--- src/rtl/tdc_stamp_pkg.sv ---
`timescale 1ns/1ps
package tdc_stamp_pkg;
  localparam int TAP_N    = 15;
  localparam int FINE_W   = $clog2(TAP_N + 1);
  localparam int COARSE_W = 4;
  localparam int STAMP_W  = COARSE_W + FINE_W;

  typedef logic [TAP_N-1:0]    taps_t;
  typedef logic [FINE_W-1:0]   fine_t;
  typedef logic [COARSE_W-1:0] coarse_t;
  typedef logic [STAMP_W-1:0]  stamp_t;

  localparam fine_t   FINE_BAD   = '1;
  localparam coarse_t COARSE_MAX = '1;

  typedef struct packed {
    logic  ok;
    fine_t fine;
  } enc_t;

  // Odd taps of an inverter ring carry the opposite polarity.
  function automatic taps_t polarity_mask();
    taps_t m;
    for (int i = 0; i < TAP_N; i++) m[i] = ((i % 2) == 1);
    return m;
  endfunction

  function automatic int run_length(taps_t n);
    int   run;
    logic same;
    run  = 0;
    same = 1'b1;
    for (int i = 0; i < TAP_N; i++) begin
      if (same && (n[i] == n[0])) run++;
      else same = 1'b0;
    end
    return run;
  endfunction

  function automatic enc_t encode_taps(taps_t raw);
    taps_t n;
    int    run;
    enc_t  e;
    n    = raw ^ polarity_mask();
    run  = run_length(n);
    e.ok = 1'b1;
    for (int i = 0; i < TAP_N; i++) begin
      if (n[i] != ((i < run) ? n[0] : ~n[0])) e.ok = 1'b0;
    end
    if (!e.ok)             e.fine = FINE_BAD;
    else if (run == TAP_N) e.fine = '0;
    else                   e.fine = fine_t'(run);
    return e;
  endfunction

  function automatic coarse_t sat_inc(coarse_t c);
    return (c == COARSE_MAX) ? c : c + 1'b1;
  endfunction

  function automatic stamp_t join_stamp(coarse_t c, fine_t f);
    return {c, f};
  endfunction
endpackage

--- src/rtl/tdc_tap_encoder.sv ---
`timescale 1ns/1ps
module tdc_tap_encoder
  import tdc_stamp_pkg::*;
(
  input  taps_t taps,
  output fine_t fine,
  output logic  ok
);
  enc_t enc;
  assign enc  = encode_taps(taps);
  assign fine = enc.fine;
  assign ok   = enc.ok;
endmodule

--- src/rtl/tdc_lap_counter.sv ---
`timescale 1ns/1ps
module tdc_lap_counter
  import tdc_stamp_pkg::*;
(
  input  logic    clk,
  input  logic    rst_n,
  input  logic    clear,
  input  logic    active,
  input  fine_t   fine_now,
  input  logic    ok_now,
  output logic    lap,
  output coarse_t coarse_q,
  output coarse_t coarse_eff,
  output logic    ovf_q
);
  fine_t fine_prev;
  logic  ok_prev;

  // A revolution shows as the fine phase falling back between two good samples.
  assign lap = active && ok_now && ok_prev && (fine_now < fine_prev);

  always_comb begin
    if (clear)    coarse_eff = '0;
    else if (lap) coarse_eff = sat_inc(coarse_q);
    else          coarse_eff = coarse_q;
  end

  always_ff @(posedge clk) begin
    if (!rst_n) begin
      fine_prev <= '0;
      ok_prev   <= 1'b0;
      coarse_q  <= '0;
      ovf_q     <= 1'b0;
    end else begin
      fine_prev <= fine_now;
      ok_prev   <= ok_now;
      coarse_q  <= coarse_eff;
      if (clear) ovf_q <= 1'b0;
      else if (lap && (coarse_q == COARSE_MAX)) ovf_q <= 1'b1;
    end
  end
endmodule

--- src/rtl/tdc_latch_bank.sv ---
`timescale 1ns/1ps
module tdc_latch_bank
  import tdc_stamp_pkg::*;
#(
  parameter int N_CH = 4
) (
  input  logic                clk,
  input  logic                rst_n,
  input  logic                clear,
  input  logic                active,
  input  logic [N_CH-1:0]     stop_edge,
  input  stamp_t              stamp_in,
  output logic [N_CH-1:0]     valid,
  output stamp_t [N_CH-1:0]   slot
);
  for (genvar c = 0; c < N_CH; c++) begin : g_ch
    logic   v_q;
    stamp_t s_q;
    always_ff @(posedge clk) begin
      if (!rst_n || clear) begin
        v_q <= 1'b0;
        s_q <= '0;
      end else if (active && stop_edge[c] && !v_q) begin
        v_q <= 1'b1;
        s_q <= stamp_in;
      end
    end
    assign valid[c] = v_q;
    assign slot[c]  = s_q;
  end
endmodule

--- src/rtl/tdc_stamp_hub.sv ---
`timescale 1ns/1ps
module tdc_stamp_hub
  import tdc_stamp_pkg::*;
#(
  parameter int N_CH = 4,
  localparam int SEL_W = (N_CH > 1) ? $clog2(N_CH) : 1
) (
  input  logic               clk,
  input  logic               rst_n,
  input  logic               start,
  input  logic [TAP_N-1:0]   taps,
  input  logic [N_CH-1:0]    stop,
  input  logic [SEL_W-1:0]   rd_sel,
  output logic [STAMP_W-1:0] rd_stamp,
  output logic               rd_valid,
  output logic               coarse_ovf,
  output logic               tap_err
);
  logic                start_q;
  logic [N_CH-1:0]     stop_q;
  logic                start_rise;
  logic                active;
  logic [N_CH-1:0]     stop_edge;
  fine_t               enc_fine;
  logic                enc_ok;
  logic                lap;
  coarse_t             coarse_q;
  coarse_t             coarse_eff;
  stamp_t              stamp_now;
  logic [N_CH-1:0]     valid_vec;
  stamp_t [N_CH-1:0]   slot;
  logic                err_q;

  assign start_rise = start && !start_q;
  assign active     = start && start_q;
  assign stop_edge  = stop & ~stop_q;

  always_ff @(posedge clk) begin
    if (!rst_n) begin
      start_q <= 1'b0;
      stop_q  <= '0;
      err_q   <= 1'b0;
    end else begin
      start_q <= start;
      stop_q  <= stop;
      if (start_rise) err_q <= 1'b0;
      else if (active && !enc_ok) err_q <= 1'b1;
    end
  end

  tdc_tap_encoder u_enc (
    .taps (taps),
    .fine (enc_fine),
    .ok   (enc_ok)
  );

  tdc_lap_counter u_lap (
    .clk        (clk),
    .rst_n      (rst_n),
    .clear      (start_rise),
    .active     (active),
    .fine_now   (enc_fine),
    .ok_now     (enc_ok),
    .lap        (lap),
    .coarse_q   (coarse_q),
    .coarse_eff (coarse_eff),
    .ovf_q      (coarse_ovf)
  );

  assign stamp_now = join_stamp(coarse_eff, enc_fine);

  tdc_latch_bank #(.N_CH(N_CH)) u_bank (
    .clk       (clk),
    .rst_n     (rst_n),
    .clear     (start_rise),
    .active    (active),
    .stop_edge (stop_edge),
    .stamp_in  (stamp_now),
    .valid     (valid_vec),
    .slot      (slot)
  );

  always_comb begin
    rd_valid = 1'b0;
    rd_stamp = '0;
    if (int'(rd_sel) < N_CH) begin
      if (valid_vec[rd_sel]) begin
        rd_valid = 1'b1;
        rd_stamp = slot[rd_sel];
      end
    end
  end

  assign tap_err = err_q;
endmodule

--- config.mk ---
export PLATFORM = sky130hd
export DESIGN_NAME = tdc_stamp_hub
export DESIGN_NICKNAME = d
export VERILOG_FILES = /design/src/rtl/tdc_stamp_pkg.sv /design/src/rtl/tdc_tap_encoder.sv /design/src/rtl/tdc_lap_counter.sv /design/src/rtl/tdc_latch_bank.sv /design/src/rtl/tdc_stamp_hub.sv
export SDC_FILE = /design/constraint.sdc
export NUM_CORES = 1
export LEC_CHECK = 0
export BUFFER_PORTS_ARGS = -buffer_cell sky130_fd_sc_hd__clkbuf_2
export CORE_MARGIN = 4
export CORE_UTILIZATION = 56
export DETAILED_ROUTE_END_ITERATION = 8
export HOLD_SLACK_MARGIN = 0.1
export PLACE_DENSITY_LB_ADDON = 0.08
export SLEW_MARGIN = 5
export SYNTH_ARGS = -nofsm -noshare
export SYNTH_HDL_FRONTEND = slang
export SYNTH_SLANG_ARGS = --single-unit
export TNS_END_PERCENT = 1
--- constraint.sdc ---
create_clock -name clk -period 13.8 [get_ports clk]
set_input_delay 0.69 -clock clk [delete_from_list [all_inputs] [get_ports clk]]
set_output_delay 0.69 -clock clk [all_outputs]
set_load 0.05 [all_outputs]
### Yosys cells after proc, flatten, opt, wreduce, memory -nomap -nowiden

Cells that the tools add are included.

| storage, ports and cells | value |
|---|---|
| bits of input ports | 24 |
| logic and storage cells | 187 |
| output and inout bits | 11 |
| register bits after elaboration | 52 |

| operators by class | value |
|---|---|
| reductions and logical operators | 37 |
| bitwise logic cells | 5 |
| magnitude comparators | 17 |
| $add $sub $neg | 14 |
| eq/ne operators | 31 |
| mux-type cells | 68 |

Operator list:

| kind | count |
|---|---|
| adder 32 x 2 -> 32 bit (second input constant) | 13 |
| two-way mux 32 bit | 13 |
| less-than comparator 5 x 32 -> 1 bit (first input constant) | 7 |
| less-than comparator 4 x 32 -> 1 bit (first input constant) | 4 |
| less-than comparator 3 x 32 -> 1 bit (first input constant) | 2 |
| two-way mux 1 bit | 45 |
| equality test 32 x 5 -> 1 bit (second input constant) | 1 |
| less-than comparator 1 x 32 -> 1 bit (first input constant) | 1 |
| less-than comparator 2 x 32 -> 1 bit (first input constant) | 1 |
| logical AND 1 bit | 28 |
| two-way mux 4 bit | 5 |
| binary-select mux 8 bit (select 2 bit) | 1 |
| two-way mux 8 bit | 2 |
| != test 1 bit | 15 |
| equality test 1 bit | 14 |
| zero test 1 bit | 7 |
| inverter 7 bit | 1 |
| adder 4 x 1 -> 4 bit (second input constant) | 1 |
| bitwise AND 4 bit | 1 |
| equality test 4 bit (second input constant) | 1 |
| less-than comparator 4 bit | 1 |
| inverter 4 bit | 1 |
| less-than comparator 2 x 3 -> 1 bit (second input constant) | 1 |
| binary-select mux 1 bit (select 2 bit) | 1 |
| other kinds (4) | 5 |

### Longest topological paths before layout

| depth | value |
|---|---|
| depth after elaboration | 52 |
| depth in mapped cells | 52 |
| mapped depth without buffers | 49 |

### By module

A second synthesis with hierarchy kept.

| second synthesis, totals | value |
|---|---|
| cell total of the unflattened synthesis | 589 |
| area total of the unflattened synthesis | 4927.2 µm² |

By module, submodules not included:

| module | area an instance (µm²) | cells each | sequential area each (µm²) | instances |
|---|---|---|---|---|
| tdc_tap_encoder | 2351.0 | 352 | 0.0 | 1 |
| tdc_latch_bank | 1516.5 | 138 | 720.7 | 1 |
| tdc_lap_counter | 550.5 | 59 | 200.2 | 1 |
| tdc_stamp_hub | 509.2 | 40 | 120.1 | 1 |

### Least setup slack after synthesis

Ideal clock, no wire load.

| timing | value |
|---|---|
| kind | input port to flip-flop |
| from | input taps[0] |
| to | register u_bank.g_ch[3].s_q[7] |
| cell stages on the path | 48 |
| data arrival time | 9.985 ns |
| data required time | 13.668 ns |
| setup slack | 3.683 ns |
| path through | buf_6 > and4bb_2 > a22oi_1 > buf_2 > nand2_1 > ha_1 > a21o_1 > ha_1 > mux2i_1 > a21oi_1 > ha_1 > mux2_2 > ha_1 > a21o_1 > o2111ai_1 > nand2b_1 > ha_1 > nor2_1 > (+12 left out) > o21ai_0 > ha_1 > mux2i_1 > nand2_1 > nand3_1 > a21boi_0 > or2_2 > or3_4 > or2b_1 > mux2i_1 > o311ai_2 > or2_2 > ha_1 > a21oi_1 > o21ai_1 > or4_1 > nor3_1 > o41ai_1 |

| between the ends | value |
|---|---|
| cells in the longest elaborated chain, start to end | 51 |
| elaborated cells on any way between the ends | 137 |
| classes of those cells | add/sub: 13; order compare: 16; eq/ne: 30; mux: 61; bitwise: 1; reduce/logical: 16 |

RTL lines:

| item | line | text |
|---|---|---|
| start, declared | tdc_stamp_hub.sv:11 | `input logic [TAP_N-1:0] taps,` |
| equality test 1 bit | tdc_stamp_pkg.sv:34 | `if (same && (n[i] == n[0])) run++;` |
| two-way mux 2 bit / two-way mux 1 bit (equally long branches) | tdc_stamp_pkg.sv:34 |  |
| adder 32 x 2 -> 32 bit / logical AND 1 bit (equally long branches) | tdc_stamp_pkg.sv:34 |  |
| two-way mux 32 bit / two-way mux 1 bit (equally long branches) | tdc_stamp_pkg.sv:34 |  |
| adder 32 x 2 -> 32 bit / logical AND 1 bit (equally long branches) | tdc_stamp_pkg.sv:34 |  |
| two-way mux 32 bit / two-way mux 1 bit (equally long branches) | tdc_stamp_pkg.sv:34 |  |
| adder 32 x 2 -> 32 bit / logical AND 1 bit (equally long branches) | tdc_stamp_pkg.sv:34 |  |
| two-way mux 32 bit / two-way mux 1 bit (equally long branches) | tdc_stamp_pkg.sv:34 |  |
| (+22 left out) | - |  |
| != test 1 bit | tdc_stamp_pkg.sv:48 | `if (n[i] != ((i < run) ? n[0] : ~n[0])) e.ok = 1'b0;` |
| two-way mux 1 bit (15 in series) | tdc_stamp_pkg.sv:48 |  |
| two-way mux 4 bit * | tdc_stamp_pkg.sv:50 | `if (!e.ok) e.fine = FINE_BAD;` |
| named net enc_fine[2] | tdc_stamp_hub.sv:24 | `fine_t enc_fine;` |
| less-than comparator 4 bit * | tdc_lap_counter.sv:20 | `assign lap = active && ok_now && ok_prev && (fine_now < fine_prev);` |
| logical AND 1 bit * | tdc_lap_counter.sv:20 |  |
| two-way mux 4 bit * | tdc_lap_counter.sv:24 | `else if (lap) coarse_eff = sat_inc(coarse_q);` |
| two-way mux 4 bit * | tdc_lap_counter.sv:23 | `if (clear) coarse_eff = '0;` |
| end signal, assigned | tdc_latch_bank.sv:25 | `s_q <= stamp_in;` |
| end, declared | tdc_latch_bank.sv:18 | `stamp_t s_q;` |

Mark *: on every way through the listed nets, which the timed path passes. The rest lies on a longest branch.
A chain may end at the register's enable or synchronous reset.

### Worst setup path after layout

Same ends and word-level chain as after synthesis.

==> results.json <==
{
  "outcome": "finished, final reports clean",
  "postSynthAreaPerCell_um2": 7.95,
  "clk_latency_ps": 310,
  "grt_pass1_wl_um": 19500,
  "grt_use_total_pct": 26.6,
  "ff2ff_setup_slack_ps": 11550,
  "max_freq_ghz": 0.0811,
  "synthToLayoutAreaGrowth_pct": 6.62,
  "min_from": "u_bank.g_ch[2].s_q[3]",
  "yosys.area.top_type": "dfxtp_1",
  "crit_type": "in2reg",
  "synth-edff-count": 0,
  "hp-class": "reg2reg",
  "max-clock-path-buffers": 2,
  "setup_tns_ps": 0,
  "fin_hold_ws_ps": 461,
  "clock-sinks": 52,
  "finalSetupViolCount": 0,
  "powerDensity_mw_per_mm2": 70.8,
  "dp_cells": 656,
  "slowest_delay_ps": 780,
  "whs_path_depth": 2,
  "ios": 35,
  "path_common_cell": "ha_1",
  "syn_nets": 585,
  "viasPerCell": 6.57,
  "hpwl_um": 8930,
  "layout-drive-gt1-share_pct": 15.4,
  "routedWlPerCell_um": 18.1,
  "overflow": 0,
  "final_nets": 602,
  "clockRootBuffer": "clkbuf_8",
  "antenna_found_initial": 0,
  "ys_ff_latch": 52,
  "vdd.ir_drop.worst_uv": 66.5,
  "rsz0062_at_grt": "false",
  "r2r-end": "u_bank.g_ch[3].s_q[7]",
  "dominantRegCellSynth": "dfxtp_1",
  "initial_core_util_pct": 58.7,
  "period_minus_slack_ps": 12330,
  "synth-async-reset-ratio_pct": 0,
  "finClkSkew_ps": 11.7,
  "ys_seq_area_share_pct": 23.9,
  "drt_iter0_markers": 284,
  "max_cap_violations": 0,
  "die_area_mm2": 0.00924,
  "holdBufCountCts": 0,
  "synthesis.area_mm2": 0.00435,
  "drc": 0,
  "numPortBuffers": 34,
  "vias": 4362,
  "grt_start_max_net_pins": 46,
  "htreeDepth": 2,
  "first_global_vias": 4005,
  "cp-end-kind": "flip-flop",
  "maxSlewViolCount": 0,
  "cts_resized": 0,
  "ys_types": 85,
  "finalHoldViolCount": 0,
  "yosysWarnings": 0,
  "period_share_pct": 89.3,
  "chipHeight_um": 96.1,
  "dr.pass1.iters": 5,
  "gp_congestion": 0.926,
  "ant_nets": 0,
  "syn_inst": 547,
  "cp_data_arrival_time_ps": 12510,
  "path_clk_slew_ps": 100,
  "final_cells": 664,
  "cp.required_ps": 13980,
  "crit_path_start_kind": "input pin",
  "worst-r2r-cell-count": 6,
  "leakagePower_nw": 1.68,
  "rows": 31,
  "r2r_start": "start_q",
  "finalWirelength_um": 12000,
  "post_cts_buffers": 0,
  "die_w_um": 96.1,
  "tightest_slew_ps": 966,
  "core-area_mm2": 0.00741,
  "critPathLaunch": "taps[0]",
  "tritoncts": "yes",
  "netlist_top_cells_area": "dfxtp_1 (24%), nand2_1 (5.2%), mux4_2 (4.7%), o21ai_0 (4.6%), a21oi_1 (4.4%)",
  "min_to": "u_bank.g_ch[2].s_q[3]",
  "total_power_uw": 328,
  "crit_fanout": 45,
  "slowest_stage": "a22oi_1",
  "cts_inserted_buffers": 5,
  "n_antenna_cell": 0,
  "synth_top_area_share_pct": 23.9,
  "slew-limit-headroom_pct": 35.6
}
[worst max path at each step]
| stage | slack [ps] | cells past startpoint | endpoint |
|---|---|---|---|
| floorplan | 3680 | 48 | u_bank.g_ch[3].s_q[7] |
| global placement | 1810 | 48 | u_bank.g_ch[1].s_q[7] |
| detailed placement | 1400 | 49 | u_bank.g_ch[3].s_q[7] |
| CTS | 1700 | 49 | u_bank.g_ch[3].s_q[7] |
| global route | 510 | 49 | u_bank.g_ch[3].s_q[7] |
| finish | 1470 | 49 | u_bank.g_ch[3].s_q[7] |
[sequential cells by signal, summed over array words and instances (netlist names)]
name / flops
u_bank.g_ch.s_q: 32
u_lap.ok_prev: 1
u_lap.ovf_q: 1
u_bank.g_ch.v_q: 4
u_lap.fine_prev: 4
start_q: 1
stop_q: 4
tap_err: 1
u_lap.coarse_q: 4
[cell type report]
type                    instances  area (um^2)
repair buffers                 36          185
well taps                      99          124
inverters                      14         52.6
fillers                       687         2770
clock inverters                 3         23.8
clock buffers                   5         68.8
multi-input cells             455         3140
flip-flops and latches         52         1040
[cells by family (layout without fill, tap and decap cells)]
| group | count (synthesis) | in the layout | share of synthesized area, % |
|---|---|---|---|
| xor gates and xnor gates | 15 | 15 | 3.68 |
| DFF | 52 | 52 | 23.9 |
| and+or+nand+nor | 226 | 226 | 27.7 |
| adders and majority gates | 14 | 14 | 4.03 |
| muxes | 27 | 27 | 8.95 |
| buffers and inverters | 40 | 58 | 3.91 |
| AOI/OAI and AO/OA | 173 | 173 | 27.8 |
[cell usage after synthesis (all sizes together), types with 8 or more instances]
cell type and count:
and2 26, buf 12, mux2i 13, mux4 9, dfxtp 52, nand2b 9
ha 14, a31oi 16, o41ai 8, nor2 38, nor2b 10, nand2 60
nand3 16, a21oi 39, clkbuf 14, nor3 20, o21ai 43, inv 13
[per-layer routing]
metal  GRT usage, %  wire length [um]  vias to the layer above
li1               -                 -                     2096
met2           39.6              5270                      178
met4           5.09                71                        0
met1           39.9              5650                     2077
met3           5.24              1030                       11
met5              0                 0                        -
[critical path, delay by kind of cell]
kind	cells	cell delay (ps)
and+or+nand+nor	14	2870
muxes	6	1120
buffers and inverters	2	900
adders and majority gates	11	3390
AOI/OAI and AO/OA	16	3480
[report_power, final]
group          switching [mW]  internal, mW
logic                  0.0549        0.0308
registers             0.00122         0.153
clock network          0.0525        0.0360
[metrics by stage]
| step | setup slack (ps) | utilization [%] | cell area (um^2) |
|---|---|---|---|
| final | 1470 | 62.6 | 4640 |
| after global routing | 509 | 62.6 | 4640 |
| after floorplan | 3680 | - | 4350 |
| after detailed placement | 1400 | 61.3 | 4540 |
| after global placement | 1810 | 61.3 | 4540 |
| after CTS | 1700 | 62.6 | 4640 |
[cells in the final DEF, fill, tap and decap left out, types with 4 or more instances in the layout]
master and instances:
o41ai_1 8, a22oi_1 4, nand2_1 60, o2111ai_1 5, nand3_1 16, a21oi_1 38
nor2_1 38, a21o_1 6, a31oi_1 15, nand2b_1 9, clkbuf_8 5, and2_1 26
mux2i_1 13, nand4_1 4, clkbuf_2 34, o221ai_1 4, xnor2_1 6, nor2b_1 10
ha_1 14, mux4_2 9, nor4_1 5, xor2_1 7, dfxtp_1 52, nor3b_1 4
nor3_1 20, and3_1 7, mux2_2 4, o21a_1 6, inv_1 13, or2_2 6
o21ai_0 40
Power figures use the tool's default switching activity.
